`src/rtl/txn_fault_pkg.sv`:
```
package txn_fault_pkg;

    localparam int CAUSE_W = 5;

    typedef enum logic [2:0] {
        C_UNALIGN = 3'd0,
        C_IBURST  = 3'd1,
        C_LBURST  = 3'd2,
        C_TMO     = 3'd3,
        C_PAR     = 3'd4
    } cause_idx_e;

    typedef enum logic [1:0] {
        SZ_BYTE = 2'd0,
        SZ_HALF = 2'd1,
        SZ_WORD = 2'd2,
        SZ_DBL  = 2'd3
    } xfer_size_e;

    typedef struct packed {
        logic lburst;
        logic iburst;
        logic unalign;
    } reject_t;

    // Low-address mask that must be zero for a naturally aligned access.
    function automatic logic [2:0] align_mask(xfer_size_e sz);
        case (sz)
            SZ_BYTE: return 3'b000;
            SZ_HALF: return 3'b001;
            SZ_WORD: return 3'b011;
            default: return 3'b111;
        endcase
    endfunction

endpackage

```
`src/rtl/fault_chk.sv`:
```
module fault_chk
    import txn_fault_pkg::*;
#(
    parameter int ADDR_W = 32
) (
    input  logic              clk,
    input  logic              rst,
    input  logic              start_i,
    input  logic [ADDR_W-1:0] addr_i,
    input  logic [1:0]        size_i,
    input  logic              burst_i,
    input  logic              in_int_i,
    input  logic              in_loc_i,
    output reject_t           rej_now_o,
    output logic              rej_any_o,
    output logic              rej_q_o
);

    localparam logic [ADDR_W-1:0] LOW_ONES = ADDR_W'(3'b111);

    logic [ADDR_W-1:0] mask;
    reject_t           rej;

    always_comb begin
        mask        = ADDR_W'(align_mask(xfer_size_e'(size_i))) & LOW_ONES;
        rej.unalign = start_i && in_int_i && ((addr_i & mask) != '0);
        rej.iburst  = start_i && in_int_i && burst_i;
        rej.lburst  = start_i && in_loc_i && burst_i;
    end

    assign rej_now_o = rej;
    assign rej_any_o = |rej;

    always_ff @(posedge clk) begin
        if (rst) rej_q_o <= 1'b0;
        else     rej_q_o <= |rej;
    end

    assert_rej_after_start_R2: assert property (@(posedge clk) disable iff (rst)
        rej_q_o |-> $past(start_i));

    assert_burst_int_R3: assert property (@(posedge clk) disable iff (rst)
        (start_i && in_int_i && burst_i) |=> rej_q_o);

endmodule

```
`src/rtl/bus_mon.sv`:
```
module bus_mon #(
    parameter int TMO_W = 16
) (
    input  logic             clk,
    input  logic             rst,
    input  logic             arm_i,
    input  logic             ack_i,
    input  logic [TMO_W-1:0] load_i,
    output logic             busy_o,
    output logic             fire_o,
    output logic             tmo_q_o
);

    logic [TMO_W-1:0] cnt;

    assign fire_o = busy_o && !arm_i && !ack_i && (cnt == '0);

    always_ff @(posedge clk) begin
        if (rst) begin
            busy_o  <= 1'b0;
            cnt     <= '0;
            tmo_q_o <= 1'b0;
        end else begin
            tmo_q_o <= fire_o;
            if (arm_i) begin
                busy_o <= 1'b1;
                cnt    <= load_i;
            end else if (busy_o) begin
                if (ack_i || cnt == '0) busy_o <= 1'b0;
                else                    cnt    <= cnt - 1'b1;
            end
        end
    end

    assert_tmo_needs_busy_R6: assert property (@(posedge clk) disable iff (rst)
        tmo_q_o |-> ($past(busy_o) && !$past(ack_i)));

    assert_ack_stops_R7: assert property (@(posedge clk) disable iff (rst)
        (busy_o && ack_i && !arm_i) |=> (!busy_o && !tmo_q_o));

endmodule

```
`src/rtl/cause_reg.sv`:
```
module cause_reg
    import txn_fault_pkg::*;
(
    input  logic               clk,
    input  logic               rst,
    input  logic [CAUSE_W-1:0] set_i,
    input  logic [CAUSE_W-1:0] clr_i,
    output logic [CAUSE_W-1:0] cause_o
);

    for (genvar i = 0; i < CAUSE_W; i++) begin : g_bit
        always_ff @(posedge clk) begin
            if (rst)           cause_o[i] <= 1'b0;
            else if (set_i[i]) cause_o[i] <= 1'b1;
            else if (clr_i[i]) cause_o[i] <= 1'b0;
        end

        assert_fall_needs_clr_R10: assert property (@(posedge clk) disable iff (rst)
            $fell(cause_o[i]) |-> $past(clr_i[i]));

        assert_set_wins_R10: assert property (@(posedge clk) disable iff (rst)
            set_i[i] |=> cause_o[i]);
    end

endmodule

```
`src/rtl/txn_fault_unit.sv`:
```
module txn_fault_unit
    import txn_fault_pkg::*;
#(
    parameter int ADDR_W = 32,
    parameter int TMO_W  = 16
) (
    input  logic              clk,
    input  logic              rst,
    input  logic              start_i,
    input  logic [ADDR_W-1:0] addr_i,
    input  logic [1:0]        size_i,
    input  logic              burst_i,
    input  logic              in_int_i,
    input  logic              in_loc_i,
    input  logic              ack_i,
    input  logic              par_err_i,
    input  logic [TMO_W-1:0]  tmo_load_i,
    input  logic [4:0]        clr_i,
    output logic              terr_o,
    output logic              ack_o,
    output logic              mchk_o,
    output logic [4:0]        cause_o
);

    reject_t            rej_now;
    logic               rej_any;
    logic               rej_q;
    logic               busy;
    logic               fire;
    logic               tmo_q;
    logic [CAUSE_W-1:0] set_vec;

    fault_chk #(.ADDR_W(ADDR_W)) u_chk (
        .clk      (clk),
        .rst      (rst),
        .start_i  (start_i),
        .addr_i   (addr_i),
        .size_i   (size_i),
        .burst_i  (burst_i),
        .in_int_i (in_int_i),
        .in_loc_i (in_loc_i),
        .rej_now_o(rej_now),
        .rej_any_o(rej_any),
        .rej_q_o  (rej_q)
    );

    bus_mon #(.TMO_W(TMO_W)) u_mon (
        .clk    (clk),
        .rst    (rst),
        .arm_i  (start_i && !rej_any),
        .ack_i  (ack_i),
        .load_i (tmo_load_i),
        .busy_o (busy),
        .fire_o (fire),
        .tmo_q_o(tmo_q)
    );

    always_comb begin
        set_vec            = '0;
        set_vec[C_UNALIGN] = rej_now.unalign;
        set_vec[C_IBURST]  = rej_now.iburst;
        set_vec[C_LBURST]  = rej_now.lburst;
        set_vec[C_TMO]     = fire;
        set_vec[C_PAR]     = par_err_i;
    end

    cause_reg u_cause (
        .clk    (clk),
        .rst    (rst),
        .set_i  (set_vec),
        .clr_i  (clr_i),
        .cause_o(cause_o)
    );

    assign terr_o = rej_q | tmo_q;
    assign ack_o  = ack_i & busy;
    assign mchk_o = cause_o[C_PAR];

    assert_no_ack_on_terr_R8: assert property (@(posedge clk) disable iff (rst)
        terr_o |-> !ack_o);

    assert_terr_has_cause_R11: assert property (@(posedge clk) disable iff (rst)
        terr_o |-> (cause_o[3:0] != 4'b0000));

    assert_parity_mchk_R9: assert property (@(posedge clk) disable iff (rst)
        par_err_i |=> mchk_o);

    assert_reset_quiet_R1: assert property (@(posedge clk)
        $past(rst) |-> (!terr_o && !mchk_o && cause_o == '0));

endmodule

```
`config.mk`:
```
export PLATFORM = sky130hd
export DESIGN_NAME = txn_fault_unit
export DESIGN_NICKNAME = d
export VERILOG_FILES = /design/src/rtl/txn_fault_pkg.sv /design/src/rtl/fault_chk.sv /design/src/rtl/bus_mon.sv /design/src/rtl/cause_reg.sv /design/src/rtl/txn_fault_unit.sv
export SDC_FILE = /design/constraint.sdc
export NUM_CORES = 1
export LEC_CHECK = 0
export ABC_AREA = 0
export BUFFER_PORTS_ARGS = -buffer_cell sky130_fd_sc_hd__buf_2
export CORE_ASPECT_RATIO = 1.5
export CORE_MARGIN = 8
export CORE_UTILIZATION = 44
export CTS_CLUSTER_DIAMETER = 60
export DETAILED_ROUTE_END_ITERATION = 10
export PLACE_DENSITY = 0.79
export SLEW_MARGIN = 20
export SYNTH_ARGS = -nofsm -noshare
export SYNTH_HDL_FRONTEND = slang
export SYNTH_SLANG_ARGS = --single-unit
```
`constraint.sdc`:
```
create_clock -name clk -period 2.8 [get_ports clk]
set_input_delay 0.14 -clock clk [delete_from_list [all_inputs] [get_ports clk]]
set_output_delay 0.14 -clock clk [all_outputs]
set_load 0.02 [all_outputs]
```
==> impl_metrics.env <==
export IMPL_post_route_drc_count=0
export IMPL_yosysSeqAreaShare_pct=37.0
export IMPL_drive_above_1_share_pct=26.4
export IMPL_path_common_cell="sky130_fd_sc_hd__or4_1"
export IMPL_register_to_register_setup_slack_ns=0.54
export IMPL_grt_max_degree=34
export IMPL_clock_buffer_depth=2
export IMPL_yosys_most_used_dff="sky130_fd_sc_hd__dfxtp_1"
export IMPL_placement_io_buffers=41
export IMPL_cts_clk_slew_worst_paths_ns=0.08
export IMPL_synth_area_leader_cell="sky130_fd_sc_hd__dfxtp_1"
export IMPL_tightest_slew_ns=0.510
export IMPL_cts_root_buffer_cell="sky130_fd_sc_hd__clkbuf_8"
export IMPL_post_synth_instance_area_sq_um=1300
export IMPL_slew_headroom_pct=65.7
export IMPL_worst_hold_startpoint="par_err_i"
export IMPL_internal_power_mw=0.643
export IMPL_place_gp_congestion=0.824
export IMPL_placement_rows=24
export IMPL_tritoncts="done"
export IMPL_cts_inserted_buffers=3
export IMPL_worst_hold_path_type="input pin to flip-flop"
export IMPL_worstSetupStartpointType="flip-flop"
export IMPL_detail_route_vias_per_cell=5.47
export IMPL_grt_antenna_before_repair=0
export IMPL_totalWireLength_um=3130
export IMPL_net_switching_power_mw=0.250
export IMPL_synth_seq_cells=24
export IMPL_fp_coreArea_sq_um=2850
export IMPL_comb_power_share_pct=21.5
export IMPL_final_fill_count=270
export IMPL_cts_setup_buffers=0
export IMPL_timing_critical_path_cells="or4_1 -> or4_1 -> and4_1 -> xnor2_1 -> a211oi_1"
export IMPL_dpl_hpwl_um=2300
export IMPL_synth_top_cell_area_share_pct=37.0
export IMPL_finish_cell_count_without_fillers=236
export IMPL_power_leakage_nw=0.633
export IMPL_synth_top_cells_by_area="sky130_fd_sc_hd__dfxtp_1, sky130_fd_sc_hd__a211oi_1, sky130_fd_sc_hd__nor2_1"
export IMPL_timing_rr_start="u_mon.cnt[10]"
export IMPL_dieArea_sq_um=4990
export IMPL_timing_final_crit_period_ns=2.26
export IMPL_timing_critical_path_arrival_ns=2.46
export IMPL_maxCapViolCount=0
export IMPL_placed_cells=232
export IMPL_crit_slowest_cell="sky130_fd_sc_hd__or4_1"
export IMPL_power_clock_fraction_pct=34.4
export IMPL_yosysWarningCount=0
export IMPL_clk_sink_count=24
export IMPL_run_status="finished, final reports clean"
export IMPL_routedWlPerCell_um=13.3
export IMPL_synth_commonest_cells="sky130_fd_sc_hd__dfxtp_1, sky130_fd_sc_hd__nor2_1, sky130_fd_sc_hd__a211oi_1, sky130_fd_sc_hd__a21oi_1, sky130_fd_sc_hd__nand2_1"
export IMPL_postSynth_asyncResetShare_pct=0
export IMPL_dr_total_vias=1291
export IMPL_timing_hold_worst_path_depth=3
export IMPL_worst_setup_ep_type="flip-flop"
export IMPL_detailed_routing_iteration_count_for_the_pre_antenna_repair_pass=4
export IMPL_clock_latency_of_the_later_clocked_register_in_the_worst_skew_pair_ns=0.27
export IMPL_worst_path_max_fanout=9
export IMPL_grt_first_pass_wirelength_um=5680
export IMPL_slew_violations=0
export IMPL_net_count_synth=223
export IMPL_vdd_drop_max_mv=0.255
export IMPL_post_cts_resize_count=0
export IMPL_worst_clock_skew_ns=0.00188
export IMPL_critPathRequiredTime_ns=3.00
export IMPL_layout_area_overhead_vs_synth_pct=23.4
export IMPL_timing_setup_tns_ns=0
export IMPL_yosysMostFrequentCell="sky130_fd_sc_hd__dfxtp_1"
export IMPL_postCtsHoldBufs=0
export IMPL_starting_density_of_the_core_pct=45.6
export IMPL_detailed_route_iter0_violations=45
export IMPL_synth_edff_count=0
export IMPL_power_share_of_the_sequential_group_pct=44.1
export IMPL_setup_viol=0
export IMPL_timing_final_crit_share_pct=80.8
export IMPL_final_hold_viol_count=0
export IMPL_avgSynthCellArea_sq_um=8.18
export IMPL_synth_distinct_cells=39
export IMPL_switching_share_pct=28.0
export IMPL_holdPathEnd="u_cause.cause_o[4]"
export IMPL_cts_htree_levels=1
export IMPL_r2r_cells=5
export IMPL_maxClockFrequency_ghz=0.442
export IMPL_final_nets=262
export IMPL_rsz_0062_raised_after_global_routing="no"
export IMPL_top_level_ports=71
export IMPL_path_class="flip-flop to flip-flop"
export IMPL_power_density_cell_area_nw_per_um2=557
export IMPL_antenna_diode_count=0
export IMPL_first_global_vias=1331
export IMPL_worstReg2RegEnd="u_mon.cnt[7]"
export IMPL_die_w_um=60.4
export IMPL_overflow=0
export IMPL_total_routing_resource_utilization_after_global_routing_pct=14.7
export IMPL_die_height_um=82.6
export IMPL_synthesis_instances=159
export IMPL_cpPeakStageDelay_ns=0.71
export IMPL_drtAntennaViolNets=0
-- critical path, delay by kind of cell, from the launching register on --
kind | cells | cell delay, ns
AOI/OAI and AO/OA | 1 | 0.21
xor gates and xnor gates | 1 | 0.12
DFF | 1 | 0.35
and+or+nand+nor | 3 | 1.51
-- metrics by stage --
stage               power, mW  area (sq um)  worst slack, ns  hold slack, ns  utilization, %
finish                  0.893          1600            0.538          0.0674            56.2
detailed placement      0.591          1530            0.573           0.359            53.7
global placement        0.590          1530            0.599           0.349            53.7
global route            0.951          1600            0.433          0.0991            56.2
CTS                     0.899          1600            0.559          0.0700            56.2
floorplan               0.534          1300            0.732           0.212               -
-- power groups by stage --
stage | registers, mW | logic (mW) | clock network (mW)
CTS | 0.393 | 0.193 | 0.313
global placement | 0.400 | 0.190 | 0
detailed placement | 0.400 | 0.191 | 0
finish | 0.394 | 0.192 | 0.307
floorplan | 0.396 | 0.138 | 0
global route | 0.399 | 0.219 | 0.333
-- cell type report --
class | count | area [sq um] | area share, %
clock buffer | 3 | 41.3 | 2.57
clock inverter | 1 | 30.0 | 1.87
inverter | 4 | 15.0 | 0.936
multi-input combinational | 122 | 768 | 47.9
sequential | 24 | 480 | 30.0
tap | 39 | 48.8 | 3.04
timing repair buffer | 43 | 220 | 13.7
-- registers in the layout, summed over array words and instances, names as in the netlist --
register	flops
u_mon.busy_o	1
u_mon.tmo_q_o	1
u_mon.cnt	16
u_cause.cause_o	5
u_chk.rej_q_o	1
-- how the worst max path moves through the flow --
| stage | cells past startpoint | slack, ns | end | start |
|---|---|---|---|---|
| final | 5 | 0.54 | u_mon.cnt[7] | u_mon.cnt[10] |
| after global routing | 5 | 0.43 | u_mon.cnt[7] | u_mon.cnt[10] |
| after CTS | 5 | 0.56 | u_mon.cnt[7] | u_mon.cnt[10] |
| after detailed placement | 5 | 0.57 | u_mon.cnt[7] | u_mon.cnt[10] |
| after global placement | 5 | 0.60 | u_mon.cnt[7] | u_mon.cnt[10] |
| after floorplan | 6 | 0.73 | u_mon.cnt[7] | u_mon.cnt[10] |
-- cell usage in the layout, fill, tap and decap left out, drive strengths merged --
cell type,synthesis,final
nand4,4,4
nand3,4,4
a21oi,12,12
nand4b,2,2
and4,1,1
a2111oi,1,1
a311oi,3,3
xor2,3,3
and3,1,1
nor4,4,4
or3,2,2
nor3b,1,1
or4,3,3
o22ai,1,1
buf,3,43
nor3,5,5
dfxtp,24,24
and2,2,2
ha,1,1
inv,4,4
o21ai,3,3
a211oi,16,16
or4b,2,2
xnor2,6,6
nand2,8,8
a21o,1,1
o21a,1,1
nor2,22,22
bufinv,0,1
o211ai,3,3
or2,1,1
clkbuf,6,3
nand2b,5,5
nor2b,2,2
nor4b,2,2
-- cell families after synthesis --
family | count (synthesis) | synth area share, %
AND/OR/NAND/NOR | 71 | 30.7
AO/OA/AOI/OAI | 41 | 21.1
flip-flops | 24 | 37.0
buffers and inverters | 13 | 4.23
XOR/XNOR | 9 | 6.06
adder cells (fa/ha/maj) | 1 | 0.962
-- metal layers --
layer	GRT usage [%]	wire, um	vias to the layer above
met2	23.4	1460	45
li1	-	-	668
met5	0	0	-
met1	14.9	1250	566
met4	13.7	157	0
met3	4.34	262	12
No activity file was read; power rests on OpenSTA's default activity.
